## config.mk

```make
export PLATFORM = sky130hd
export DESIGN_NAME = fpw_walker
export DESIGN_NICKNAME = d
export VERILOG_FILES = /design/src/rtl/fpw_pkg.sv /design/src/rtl/fpw_mshr_match.sv /design/src/rtl/fpw_step_ctrl.sv /design/src/rtl/fpw_walker.sv
export SDC_FILE = /design/constraint.sdc
export NUM_CORES = 1
export LEC_CHECK = 0
export BUFFER_PORTS_ARGS = -buffer_cell sky130_fd_sc_hd__buf_2
export CAP_MARGIN = 40
export CORE_MARGIN = 2
export CORE_UTILIZATION = 36
export CTS_CLUSTER_DIAMETER = 80
export DETAILED_ROUTE_END_ITERATION = 10
export HOLD_SLACK_MARGIN = 0.06
export PLACE_DENSITY_LB_ADDON = 0.05
export SYNTH_ARGS = -nofsm -noshare
export SYNTH_HDL_FRONTEND = slang
export SYNTH_SLANG_ARGS = --single-unit
```

## constraint.sdc

```tcl
create_clock -name clk -period 1.76 [get_ports clk]
set_clock_uncertainty 0.15 [all_clocks]
set_input_delay 0.088 -clock clk [delete_from_list [all_inputs] [get_ports clk]]
set_output_delay 0.088 -clock clk [all_outputs]
set_load 0.02 [all_outputs]
```

## src/rtl/fpw_pkg.sv

```systemverilog
package fpw_pkg;
   typedef enum logic {
      FPW_OP_FLUSH = 1'b0,
      FPW_OP_PURGE = 1'b1
   } fpw_op_e;

   typedef enum logic [1:0] {
      FPW_SRC_DEMAND = 2'd0,
      FPW_SRC_SWPF   = 2'd1,
      FPW_SRC_HWPF   = 2'd2,
      FPW_SRC_RSVD   = 2'd3
   } fpw_src_e;
endpackage

```

## src/rtl/fpw_mshr_match.sv

```systemverilog
module fpw_mshr_match #(
   parameter int NUM_MSHR = 4,
   parameter int BLK_W    = 28
) (
   input  logic [BLK_W-1:0]          blk,
   input  logic [NUM_MSHR-1:0]       ent_valid,
   input  logic [NUM_MSHR*BLK_W-1:0] ent_blocks,
   output logic                      any_hit,
   output logic [NUM_MSHR-1:0]       first_sel
);
   logic [NUM_MSHR-1:0] eq;
   logic [NUM_MSHR:0]   seen;

   assign seen[0] = 1'b0;

   for (genvar i = 0; i < NUM_MSHR; i++) begin : g_ent
      assign eq[i]        = ent_valid[i] && (ent_blocks[i*BLK_W +: BLK_W] == blk);
      assign first_sel[i] = eq[i] && !seen[i];
      assign seen[i+1]    = seen[i] || eq[i];
   end

   assign any_hit = seen[NUM_MSHR];
endmodule

```

## src/rtl/fpw_step_ctrl.sv

```systemverilog
module fpw_step_ctrl #(
   parameter int STEP_W = 2
) (
   input  logic              clk,
   input  logic              rst_n,
   input  logic              accept,
   input  logic              walk,
   output logic              busy,
   output logic [STEP_W-1:0] step,
   output logic              done
);
   localparam logic [STEP_W-1:0] LAST_STEP = '1;

   always_ff @(posedge clk) begin
      if (!rst_n) begin
         busy <= 1'b0;
         step <= '0;
         done <= 1'b0;
      end else begin
         done <= 1'b0;
         if (busy) begin
            if (step == LAST_STEP) begin
               busy <= 1'b0;
               done <= 1'b1;
               step <= '0;
            end else begin
               step <= step + 1'b1;
            end
         end else if (accept) begin
            if (walk) begin
               busy <= 1'b1;
               step <= '0;
            end else begin
               done <= 1'b1;
            end
         end
      end
   end
endmodule

```

## src/rtl/fpw_walker.sv

```systemverilog
module fpw_walker #(
   parameter int ADDR_W   = 32,
   parameter int L1_BYTES = 16,
   parameter int L2_BYTES = 64,
   parameter int NUM_MSHR = 4,
   localparam int L1_SHIFT = $clog2(L1_BYTES),
   localparam int L2_SHIFT = $clog2(L2_BYTES),
   localparam int STEP_W   = L2_SHIFT - L1_SHIFT,
   localparam int BLK_W    = ADDR_W - L1_SHIFT,
   localparam int GRP_W    = ADDR_W - L2_SHIFT
) (
   input  logic                      clk,
   input  logic                      rst_n,
   input  logic                      cmd_valid,
   input  logic                      cmd_purge,
   input  logic [ADDR_W-1:0]         cmd_addr,
   input  logic                      cfg_write_through,
   input  logic [NUM_MSHR-1:0]       mshr_valid,
   input  logic [NUM_MSHR*BLK_W-1:0] mshr_blocks,
   output logic                      busy,
   output logic                      done,
   output logic                      probe_valid,
   output logic [BLK_W-1:0]          probe_blk,
   input  logic                      probe_hit,
   input  logic [1:0]                probe_src,
   output logic                      inval_valid,
   output logic [BLK_W-1:0]          inval_blk,
   output logic                      mark_valid,
   output logic [NUM_MSHR-1:0]       mark_sel,
   output logic                      mark_purge,
   output logic                      useless_swpf,
   output logic                      useless_hwpf
);
   import fpw_pkg::*;

   if (L1_BYTES != (1 << L1_SHIFT) || L2_BYTES != (1 << L2_SHIFT)) begin : g_bad_pow2
      $error("fpw_walker: line sizes must be powers of two");
   end
   if (L2_BYTES <= L1_BYTES) begin : g_bad_ratio
      $error("fpw_walker: lower-level line must be larger than level-one line");
   end
   if (NUM_MSHR < 1 || L2_SHIFT >= ADDR_W) begin : g_bad_size
      $error("fpw_walker: bad MSHR count or address width");
   end

   logic              accept;
   logic              walk_needed;
   logic [STEP_W-1:0] step;
   logic [GRP_W-1:0]  grp_q;
   fpw_op_e           op_q;
   logic [BLK_W-1:0]  step_blk;
   logic              defer_hit;
   logic [NUM_MSHR-1:0] defer_sel;
   fpw_src_e          src;

   assign accept      = cmd_valid && !busy;
   assign walk_needed = cmd_purge || cfg_write_through;

   always_ff @(posedge clk) begin
      if (!rst_n) begin
         grp_q <= '0;
         op_q  <= FPW_OP_FLUSH;
      end else if (accept) begin
         grp_q <= cmd_addr[ADDR_W-1:L2_SHIFT];
         op_q  <= cmd_purge ? FPW_OP_PURGE : FPW_OP_FLUSH;
      end
   end

   fpw_step_ctrl #(.STEP_W(STEP_W)) u_ctrl (
      .clk    (clk),
      .rst_n  (rst_n),
      .accept (accept),
      .walk   (walk_needed),
      .busy   (busy),
      .step   (step),
      .done   (done)
   );

   assign step_blk = {grp_q, step};

   fpw_mshr_match #(.NUM_MSHR(NUM_MSHR), .BLK_W(BLK_W)) u_match (
      .blk        (step_blk),
      .ent_valid  (mshr_valid),
      .ent_blocks (mshr_blocks),
      .any_hit    (defer_hit),
      .first_sel  (defer_sel)
   );

   assign src          = fpw_src_e'(probe_src);
   assign mark_valid   = busy && defer_hit;
   assign mark_sel     = busy ? defer_sel : '0;
   assign mark_purge   = (op_q == FPW_OP_PURGE);
   assign probe_valid  = busy && !defer_hit;
   assign probe_blk    = step_blk;
   assign inval_valid  = probe_valid && probe_hit;
   assign inval_blk    = step_blk;
   assign useless_swpf = inval_valid && (src == FPW_SRC_SWPF);
   assign useless_hwpf = inval_valid && (src == FPW_SRC_HWPF);

   AST_ONE_ACTION: assert property (@(posedge clk) disable iff (!rst_n)
      busy |-> (probe_valid ^ mark_valid));
   AST_NO_INVAL_ON_MARK: assert property (@(posedge clk) disable iff (!rst_n)
      mark_valid |-> !inval_valid && !useless_swpf && !useless_hwpf);
   AST_MARK_ONEHOT: assert property (@(posedge clk) disable iff (!rst_n)
      mark_valid |-> $countones(mark_sel) == 1);
   AST_IDLE_QUIET: assert property (@(posedge clk) disable iff (!rst_n)
      !busy |-> !probe_valid && !mark_valid && !inval_valid);
   AST_STEP_ORDER: assert property (@(posedge clk) disable iff (!rst_n)
      busy && $past(busy) |-> step_blk == $past(step_blk) + 1'b1);
   AST_START_ALIGNED: assert property (@(posedge clk) disable iff (!rst_n)
      $rose(busy) |-> step == '0);
   AST_DONE_PULSE: assert property (@(posedge clk) disable iff (!rst_n)
      done |=> !done);
   AST_DONE_NOT_BUSY: assert property (@(posedge clk) disable iff (!rst_n)
      done |-> !busy);
   AST_BUSY_HOLDS_OP: assert property (@(posedge clk) disable iff (!rst_n)
      busy && $past(busy) |-> $stable(mark_purge));
endmodule

```

; Word level (Yosys, flattened, before mapping)
; Cells that the tools add are included.
[word_totals]
reg_bits = 31
inputBits = 156
output_inout_bits = 68
elab_cells = 52
[op_classes]
add_sub_neg = 1
eq_ne = 7
mux = 14
n_reduce_logical = 25
[ops]
columns = operator, n
row1 = 28-bit == test, 4
row2 = 1-bit logical AND, 13
row3 = 1-bit 2-to-1 mux, 9
row4 = 2-bit 2-to-1 mux, 4
row5 = 1-bit logical NOT, 5
row6 = "2-bit == test, second input constant", 2
row7 = 1-bit logical OR, 4
row8 = 4-bit 2-to-1 mux, 1
row9 = 2-bit nonzero test, 2
row10 = "2-bit by 1-bit adder with 2-bit output, second input constant", 1
row11 = "2-bit by 1-bit == test with 1-bit output, second input constant", 1
row12 = 2-bit AND reduction, 1

; Logic depth before layout (Yosys ltp)
; Gate-level depths: netlist of the first run.
[depth]
word_depth = 9
mapped_depth = 7
mapped_depth_nobuf = 6

; Modules after synthesis
; Synthesis of the first run repeated with hierarchy kept, for this count alone.
[hier_totals]
hier_cells = 341
area_unflattened_um2 = 2896.5
[by_module_without_submodules]
columns = mod, n_inst, cells_each, area_each_um2, seq_area_each_um2
row1 = fpw_walker, 1, 157, 1378.8, 540.5
row2 = fpw_mshr_match, 1, 166, 1333.8, 0.0
row3 = fpw_step_ctrl, 1, 18, 183.9, 80.1

; Least setup slack after synthesis of the first run
; OpenSTA, ideal clock, no wires.
[synth_path]
path_kind = register to output
startpoint = reg grp_q[16]
endpoint = out useless_hwpf
t_arrival_ps = 1980
required_time_ps = 1522
slack_ps = -458
stages_incl_launch_ff = 8
path_buffers = 1
cell_sequence = dfxtp_1 -> clkbuf_1 -> xor2_1 -> nor3_1 -> nand4_1 -> nor4_2 -> nand2b_2 -> nor4_1
[synth_between]
elab_chain_cells = 9
word_cells_on_any_way = 15
classes_between = eq/ne (4) / reduce/logical (11)
[synth_rtl]
columns = item, line
row1 = from (decl), fpw_walker.sv:49  ; logic [GRP_W-1:0] grp_q;
row2 = from (signal assigned), fpw_walker.sv:64  ; grp_q <= cmd_addr[ADDR_W-1:L2_SHIFT];
row3 = 28-bit == test, fpw_mshr_match.sv:17  ; assign eq[i] = ent_valid[i] && (ent_blocks[i*BLK_W +: BLK_W] == blk);
row4 = 1-bit logical AND, fpw_mshr_match.sv:17
row5 = 1-bit logical OR (2 in a row), fpw_mshr_match.sv:19  ; assign seen[i+1] = seen[i] || eq[i];
row6 = 1-bit logical OR *, fpw_mshr_match.sv:19
row7 = 1-bit logical NOT *, fpw_walker.sv:93  ; assign probe_valid = busy && !defer_hit;
row8 = 1-bit logical AND *, fpw_walker.sv:93
row9 = 1-bit logical AND *, fpw_walker.sv:95  ; assign inval_valid = probe_valid && probe_hit;
row10 = 1-bit logical AND *, fpw_walker.sv:98  ; assign useless_hwpf = inval_valid && (src == FPW_SRC_HWPF);
row11 = to (decl), fpw_walker.sv:32  ; output logic useless_hwpf
; Mark *: on every way between the ends. The rest lies on a longest branch, timed or not.

; Final worst setup path of the first run
[layout_path]
startpoint = reg grp_q[14]
endpoint = out inval_valid
[layout_between]
elab_chain_cells = 8
word_cells_on_any_way = 14
classes_between = eq/ne (4) / reduce/logical (10)
[layout_rtl]
columns = item, line
row1 = 28-bit == test, fpw_mshr_match.sv:17
row2 = 1-bit logical AND, fpw_mshr_match.sv:17
row3 = 1-bit logical OR (2 in a row), fpw_mshr_match.sv:19
row4 = 1-bit logical OR *, fpw_mshr_match.sv:19
row5 = 1-bit logical NOT *, fpw_walker.sv:93
row6 = 1-bit logical AND *, fpw_walker.sv:93
row7 = 1-bit logical AND *, fpw_walker.sv:95
row8 = to (decl), fpw_walker.sv:26  ; output logic inval_valid,
; Marked as above.

==> run summary, run 1 <==
The run finished, with violations left. The final reports fail on setup timing. The clock tree synthesis step divided the H-tree into 2 levels. The category of the critical setup timing path is register to primary output. The final layout contains routed wiring with a total length of 11.43 mm.

The height of the die was 92.59 um; the number of buffers between clock root and the deepest sink was 2. The net count of the mapped netlist was 519. The floorplan step defined a die boundary enclosing 8572 sq um.

The tools report the number of max-slew violations in the final report as 0. The tools report the half-perimeter wire length after detailed placement as 9.246 mm. Synthesis produced a netlist whose cell count is 362. In this run the biggest area consumer among cell types represents 21.97% of the synthesized area. The tree is rooted in a sky130_fd_sc_hd__clkbuf_8.

Overall power consumption after layout is estimated at 0.002445 W. The xor/xnor share of the synthesized area came out at 34.41%. In this run the static leakage power is 2.519 nW. The end of the worst hold path is u_ctrl.busy.

The routed layout has 3,313 vias. The transition time at the pin with the least slew margin was 0.4833 ns; the number of buffers inserted during clock tree synthesis was 5. In this run the worst hold path is classified as input pin to register. The endpoint type of the worst setup path was a primary output.

TritonCTS built the clock tree. Among all stages on the critical path, the largest delay is contributed by sky130_fd_sc_hd__or4_4. The via density per instance is 4.589. Compared with the post-synthesis result, the final layout area differs by 73.52%. The logs give 3,326 for the number of global-route vias before repair and 0 for the number of failing hold endpoints at the final stage. Entering global routing, the biggest net connects 29 pins. The number of synthesized flops with an enable pin is 0, and the number of optimization iterations in the first detailed-route pass is 4. Initial cell density of the core: 36.94%. Clock period minus final worst setup slack: 2.418 ns. Sorting the synthesized cells by area gives the leading types as sky130_fd_sc_hd__dfxtp_1 22%, sky130_fd_sc_hd__xor2_1 20%, sky130_fd_sc_hd__xnor2_1 14%. The endpoint identified for the worst register-to-register timing path is grp_q[2]. The fraction of layout instances using a drive strength above 1 is 56.77%, and the proportion of synthesized flip-flops having asynchronous set or reset is 0%. The tools report the first-pass GRT wire length as 17.14 mm. The most frequent cell after synthesis is sky130_fd_sc_hd__xor2_1.

The cell type group with the largest total delay on the critical path was simple AND/OR/NAND/NOR gates. Measured in cells, the most critical reg-to-reg path has a length of 5. Walking the worst path, the cells encountered are xor2_1 -> nor4_2 -> nand4_1 -> or4_4 -> nand3_4 -> nor3_2 -> buf_4. The maximum VDD drop is 0.3208 mV, and the number of I/O pins is 224. The mean routed wirelength per cell works out to 15.84 um. Setup violations remaining at the end of the flow were counted as 9.

Clock tree synthesis found a total of 31 sinks. Along the worst path, the maximum fanout reaches 5. Setup repair after global routing could not meet its margin everywhere. For the worst setup path, the data required time is 1.52 ns.

In the synthesized netlist the dominant register cell turns out to be sky130_fd_sc_hd__dfxtp_1. After synthesis, the most frequently instantiated cells are 66 x sky130_fd_sc_hd__xor2_1, 63 x sky130_fd_sc_hd__nand2_1, 45 x sky130_fd_sc_hd__xnor2_1, 31 x sky130_fd_sc_hd__dfxtp_1, 30 x sky130_fd_sc_hd__buf_4. In this run the cell area of the synthesized design comes to 2825 sq um.

Flop-to-flop setup slack: 0.31 ns. In this run the remaining antenna-violating nets after routing total 0. The worst setup path is launched from a register. The number of filler instances in the final layout is 693, and the post-synthesis area per instance is 7.804 sq um. The initial antenna violation count came out at 0.

The repair_antennas step left the layout with diodes totalling 0. The synthesized design contains 31 register bits. Remaining global-route overflow: 0. In this run the power density over the cells is 498.7 nW/um^2. The buffers plus inverters on the worst setup path was 1. Measured on the finished design, the core utilization comes to 64.10%. The width of the chip works out to 92.59 um.

The worst flop-to-flop path startpoint is u_ctrl.busy. The data arrival time of the critical path was 2.18 ns; the total core area was 7647 sq um. The largest stage delay on the critical path is 0.53 ns, and the synthesized-area fraction occupied by adder cells is 0.4429%. The worst pin sits at a relative slew slack of 67.78%.

After the first detailed-routing iteration, the DRC count stood at 39. Counting distinct cell types in the post-synthesis netlist gives 30. In the global route stage, overall resource usage came out at 26.22%. Of the available clock period, the critical path in the final layout requires 137.4%. The floorplan has 32 rows. Across the run, the number of max-cap violations was 0.

Cell type with the highest aggregate area in the netlist: sky130_fd_sc_hd__dfxtp_1. Static timing analysis puts the maximum clock frequency at 413.6 MHz. For the worst-skew pair, the clock arrives at the later sink with an insertion delay of 0.29 ns. The share of synthesized cell area in and, or, nand and nor gates came out at 20.33%. After synthesis, the largest family of logic cells by area is XOR/XNOR gates.

Along the worst hold path, the cell count comes to 3. The smallest setup slack after layout came out at -0.6580 ns. The Yosys step of the flow raised 0 warnings. The share of the Yosys chip area taken by registers is 21.97%.

For this run, design rule violations remaining after detail routing come to 0. The startpoint of the tightest hold check path was rst_n. At the end of the flow, the number of nets in the layout was 776. The number of buffer cells added on primary ports is 217, and the compound-gate portion of the synthesized area is 8.813%.

The routability congestion estimate from global placement came out at 0.8198. In the synthesized netlist, mux cells make up 0% of the area. The clock input transition at the sequential cells of the worst setup and hold paths works out to 0.08 ns.
[power breakdown]
group	internal [W]	total [W]	switching (W)	leakage, nW
clock	0.000269	0.000569	0.000300	0.0392
sequential	0.000743	0.000811	0.0000677	0.267
combinational	0.000550	0.00106	0.000515	2.21
total	0.00156	0.00244	0.000883	2.52
[worst min-delay path, cell delays in order]
cell                      delay [ns]
sky130_fd_sc_hd__buf_2          0.26
sky130_fd_sc_hd__nand2_1        0.11
sky130_fd_sc_hd__nor2_1         0.03
[layer usage]
metal / part of all wire (%) / GRT usage [%] / vias to the layer above / wire (um)
met5: 0 / 0 / - / 0
met4: 1.8 / 6.592 / 0 / 206
met3: 5.6 / 4.719 / 15 / 644
met2: 51 / 47.51 / 130 / 5842
met1: 41 / 31.84 / 1507 / 4740
li1: - / - / 1661 / -
[through the flow]
| step | area (sq um) | std cells | TNS [ns] | hold slack, ns | setup slack, ns |
|---|---|---|---|---|---|
| after floorplan | 2995 | 362 | -3.954 | 0.07194 | -0.2553 |
| after global placement | 4285 | 680 | -4.869 | 0.1868 | -0.5662 |
| after detailed placement | 4285 | 680 | -4.901 | 0.1920 | -0.5680 |
| after CTS | 4708 | 717 | -6.686 | 0.09490 | -0.7719 |
| after global routing | 4902 | 722 | -6.326 | 0.1156 | -0.7314 |
| final | 4902 | 722 | -5.636 | 0.09879 | -0.6580 |
[cells by family after synthesis]
group | count (synthesis)
simple gates | 117
xor+xnor | 111
buf+inv | 68
compound gates | 34
flops | 31
fa+ha+maj | 1
[registers in the layout, indices dropped and copies added (netlist names)]
register / count
u_ctrl.done: 1
u_ctrl.step: 2
u_ctrl.busy: 1
grp_q: 26
mark_purge: 1
[cell type report]
type	instances	area, sq um	share of cell area (%)
clock buffers	5	68.82	1.404
clock inverters	3	15.01	0.3063
inverters	3	11.26	0.2297
multi-input cells	263	2017	41.14
flip-flops and latches	31	675.6	13.78
well taps	102	127.6	2.603
repair buffers	315	1987	40.53
[worst max-delay path by stage]
| stage | from | end | slack [ns] | cells past startpoint |
|---|---|---|---|---|
| floorplan | grp_q[24] | mark_sel[2] | -0.26 | 6 |
| global placement | grp_q[11] | mark_valid | -0.57 | 7 |
| detailed placement | grp_q[11] | useless_hwpf | -0.57 | 7 |
| CTS | grp_q[14] | inval_valid | -0.77 | 7 |
| global route | grp_q[14] | inval_valid | -0.73 | 7 |
| finish | grp_q[14] | inval_valid | -0.66 | 7 |
[cell usage in the layout, fill, tap and decap left out, drive strengths merged, types with 3 or more instances in the layout]
master / instances
xnor2: 45
dfxtp: 31
dlygate4sd3: 28
nand4: 14
nor4: 20
nand3: 3
buf: 287
nor3: 5
nor2: 4
xor2: 66
nand2: 63
clkbuf: 5
inv: 3
a21boi: 27
[timing repair]
| action | in CTS | in global routing |
|---|---|---|
| hold endpoints to repair | 28 | 0 |
| cloned | 0 | 0 |
| resized for setup | 16 | 33 |
| setup endpoints to repair | 9 | 9 |
| pin swaps | 11 | 16 |
| buffers inserted | 1 | 5 |
| hold buffers | 28 | 0 |
Note: power is estimated with default switching activity, not from simulation.
==> run 2: changes to the inputs <==
CORE_MARGIN = 1.5   (was 2)
PLACE_DENSITY = 0.76   (was unset)
PLACE_DENSITY_LB_ADDON = unset   (was 0.05)
==> run 2 against run 1 <==
Against the previous run:
- the run still ends with setup timing left
- fmax increased by 0.60%
- critical path type unchanged
- total power is 5.4% higher
- cell area down 0.84%
- non-clock buffer count decreased by 5
- via count rose by 3.0%
- hold slack got worse by 0.0028 ns
- sequential power shrank 1%
- sequential share of layout area decreased by 0.14 points
- register-to-register slack lost 0.09 ns
==> run summary, run 2 (synthesis results as in run 1) <==
VDD sags by at most 0.3121 mV. The first routing iteration left 118 violations. For this run, the detailed router's first-pass iteration total came to 4. The initial utilization of the core area, before any placement, comes to 36.94%.

The die is 91.59 um tall. The flip-flop count of the largest register, all copies and words added works out to 26. The post-route netlist has 55.77% of its cells at a drive strength greater than 1. Setup repair after global routing could not meet its margin everywhere. The first global-routing pass estimated 17.76 mm of wire. The total vias in the final route is 3,412.

Category of the critical setup timing path: register to primary output. The run gives 11.78 mm as the total length of routed wires. Global routing finished with a remaining overflow of 0. The library cell used most frequently in the layout, excluding fill and tap cells, is sky130_fd_sc_hd__buf_2. STA classifies the critical path startpoint as a register. Data arrives at the worst endpoint at 2.17 ns. For the worst setup path, the data required time is 1.52 ns.

The count of nets left with antenna violations once routing finished came out at 0. Setup total negative slack on the finished layout was measured at -5.585 ns. After layout, the worst path uses 136.6% of the clock period.

Headroom to the max-slew limit came out at 69.74%. In the routed design, unresolved DRC markers number 0. The run gives 224 as the number of I/O pins.

The clock tree synthesis step divided the H-tree into 2 levels. The total area inside the core boundary comes to 7647 sq um. In the final routed layout, each cell accounts on average for 16.43 um.

The number of buffers between clock root and the deepest sink is 2. Global routing consumed, over all layers together, 27.85% of the routing resources. In this run the tool buffered the top-level ports with 217 buffer cells. In this run the power density over the cells is 530.2 nW/um^2.

The largest registers in the layout are grp_q x26, u_ctrl.step x2. The run gives 0 as the number of max-slew violations in the final report. The tree is rooted in a sky130_fd_sc_hd__clkbuf_8. The run gives 0 as the number of maximum-capacitance violations. The tools report the endpoint type of the worst setup path as a primary output. The via density per instance was 4.759; the area overhead of the layout relative to synthesis was 72.05%. The die covers 8388 sq um.

Timing would allow up to 416.0 MHz. Setup slack on the worst reg-to-reg path comes out at 0.22 ns. At the pin with the least slew margin, the transition time is 0.4492 ns. Leaving out fill and tap cells, the most frequent cells in the layout are 209 x sky130_fd_sc_hd__buf_2, 64 x sky130_fd_sc_hd__xor2_1, 62 x sky130_fd_sc_hd__nand2_1, 61 x sky130_fd_sc_hd__buf_4, 38 x sky130_fd_sc_hd__xnor2_1. Number of standard-cell rows in the floorplan: 32. The floorplan step set the die width to 91.59 um. grp_q holds more flip-flops than any other register. The final reports fail on setup timing. Half-perimeter wire length after detailed placement: 9.615 mm.

The clock period minus final worst setup slack was 2.404 ns; the clock insertion delay at the later pin of the skew report was 0.28 ns. The class of the most critical hold timing path was input pin to register. The number of buffers inserted during clock tree synthesis was 5. The number of antenna diodes in the final layout is 0. Entering global routing, the biggest net connects 26 pins.

For this design, the sink count on the clock tree is 31. The final core utilization is 63.56%, and the number of global-route vias before repair is 3,506. The clock input transition at the sequential cells of the worst setup and hold paths is 0.07 ns, and the initial antenna violation count is 0. TritonCTS built the clock tree. In this run the static leakage power is 2.500 nW. The logs give -0.6436 ns for the smallest setup slack after layout and 0.002577 W for the power after layout. The number of failing hold endpoints at the final stage was 0; the routability congestion estimate from global placement was 0.9259. Setup violations remaining at the end of the flow were counted as 9. The count of nets after finishing came out at 771. Of all nets on the critical path, the largest fanout is 5.

The flow ran to the end, but the final reports show violations.
[run 2: path summary, 6_finish.rpt]
check / start / to / depth (start not counted)
worst max register to register: u_ctrl.busy / grp_q[11] / 5
worst min register to register: mark_purge / mark_purge / 2
worst min-delay path: cfg_write_through / u_ctrl.busy / 4
worst max-delay path: grp_q[20] / useless_swpf / 7
[run 2: layout make-up]
| class | count | area [sq um] |
|---|---|---|
| sequential | 31 | 663.1 |
| multi-input combinational | 263 | 1988 |
| timing repair buffer | 310 | 1963 |
| clock inverter | 3 | 38.79 |
| clock buffer | 5 | 68.82 |
| tap | 102 | 127.6 |
| fill | 677 | 2786 |
| inverter | 3 | 11.26 |
[run 2: per-stage QoR]
| stage | instance area, sq um | setup WS (ns) | cells | hold slack (ns) |
|---|---|---|---|---|
| 6_report | 4861 | -0.6436 | 717 | 0.09594 |
| 5_1_grt | 4861 | -0.7612 | 717 | 0.1244 |
| 4_1_cts | 4785 | -0.6444 | 717 | 0.08784 |
| 3_5_place_dp | 4263 | -0.5057 | 677 | 0.1903 |
| 3_3_place_gp | 4263 | -0.4830 | 677 | 0.1840 |
| 2_1_floorplan | 2995 | -0.2553 | 362 | 0.07194 |
[run 2: worst max-delay path, stage by stage, from the launching register on]
cell and delay, ns:
sky130_fd_sc_hd__dfxtp_4 0.37, sky130_fd_sc_hd__xor2_1 0.16, sky130_fd_sc_hd__nor4_1 0.29, sky130_fd_sc_hd__nand4_1 0.17, sky130_fd_sc_hd__or4_4 0.51, sky130_fd_sc_hd__nand3_4 0.15
sky130_fd_sc_hd__nor3_2 0.06, sky130_fd_sc_hd__buf_4 0.15
[run 2: what timing repair did]
| action | 4_1_cts | 5_1_grt |
|---|---|---|
| hold buffers | 28 | 0 |
| setup buffers | 4 | 0 |
| pin swaps | 11 | 8 |
| resized for setup | 25 | 14 |
| endpoints found under the setup margin | 9 | 9 |
| endpoints found under the hold margin | 28 | 0 |
[run 2: metal layers]
layer / part of all wire, % / vias to the layer above / global-route usage, %
li1: - / 1647 / -
met1: 40 / 1559 / 32.45
met2: 50 / 179 / 49.13
met3: 7.5 / 27 / 5.611
met4: 2.8 / 0 / 11.72
met5: 0 / - / 0
[run 2: where the power goes]
group	switching (W)	internal [W]	leakage, nW	total [W]
logic	0.000532	0.000536	2.18	0.00107
clock network	0.000291	0.000414	0.0556	0.000706
registers	0.0000579	0.000746	0.265	0.000803
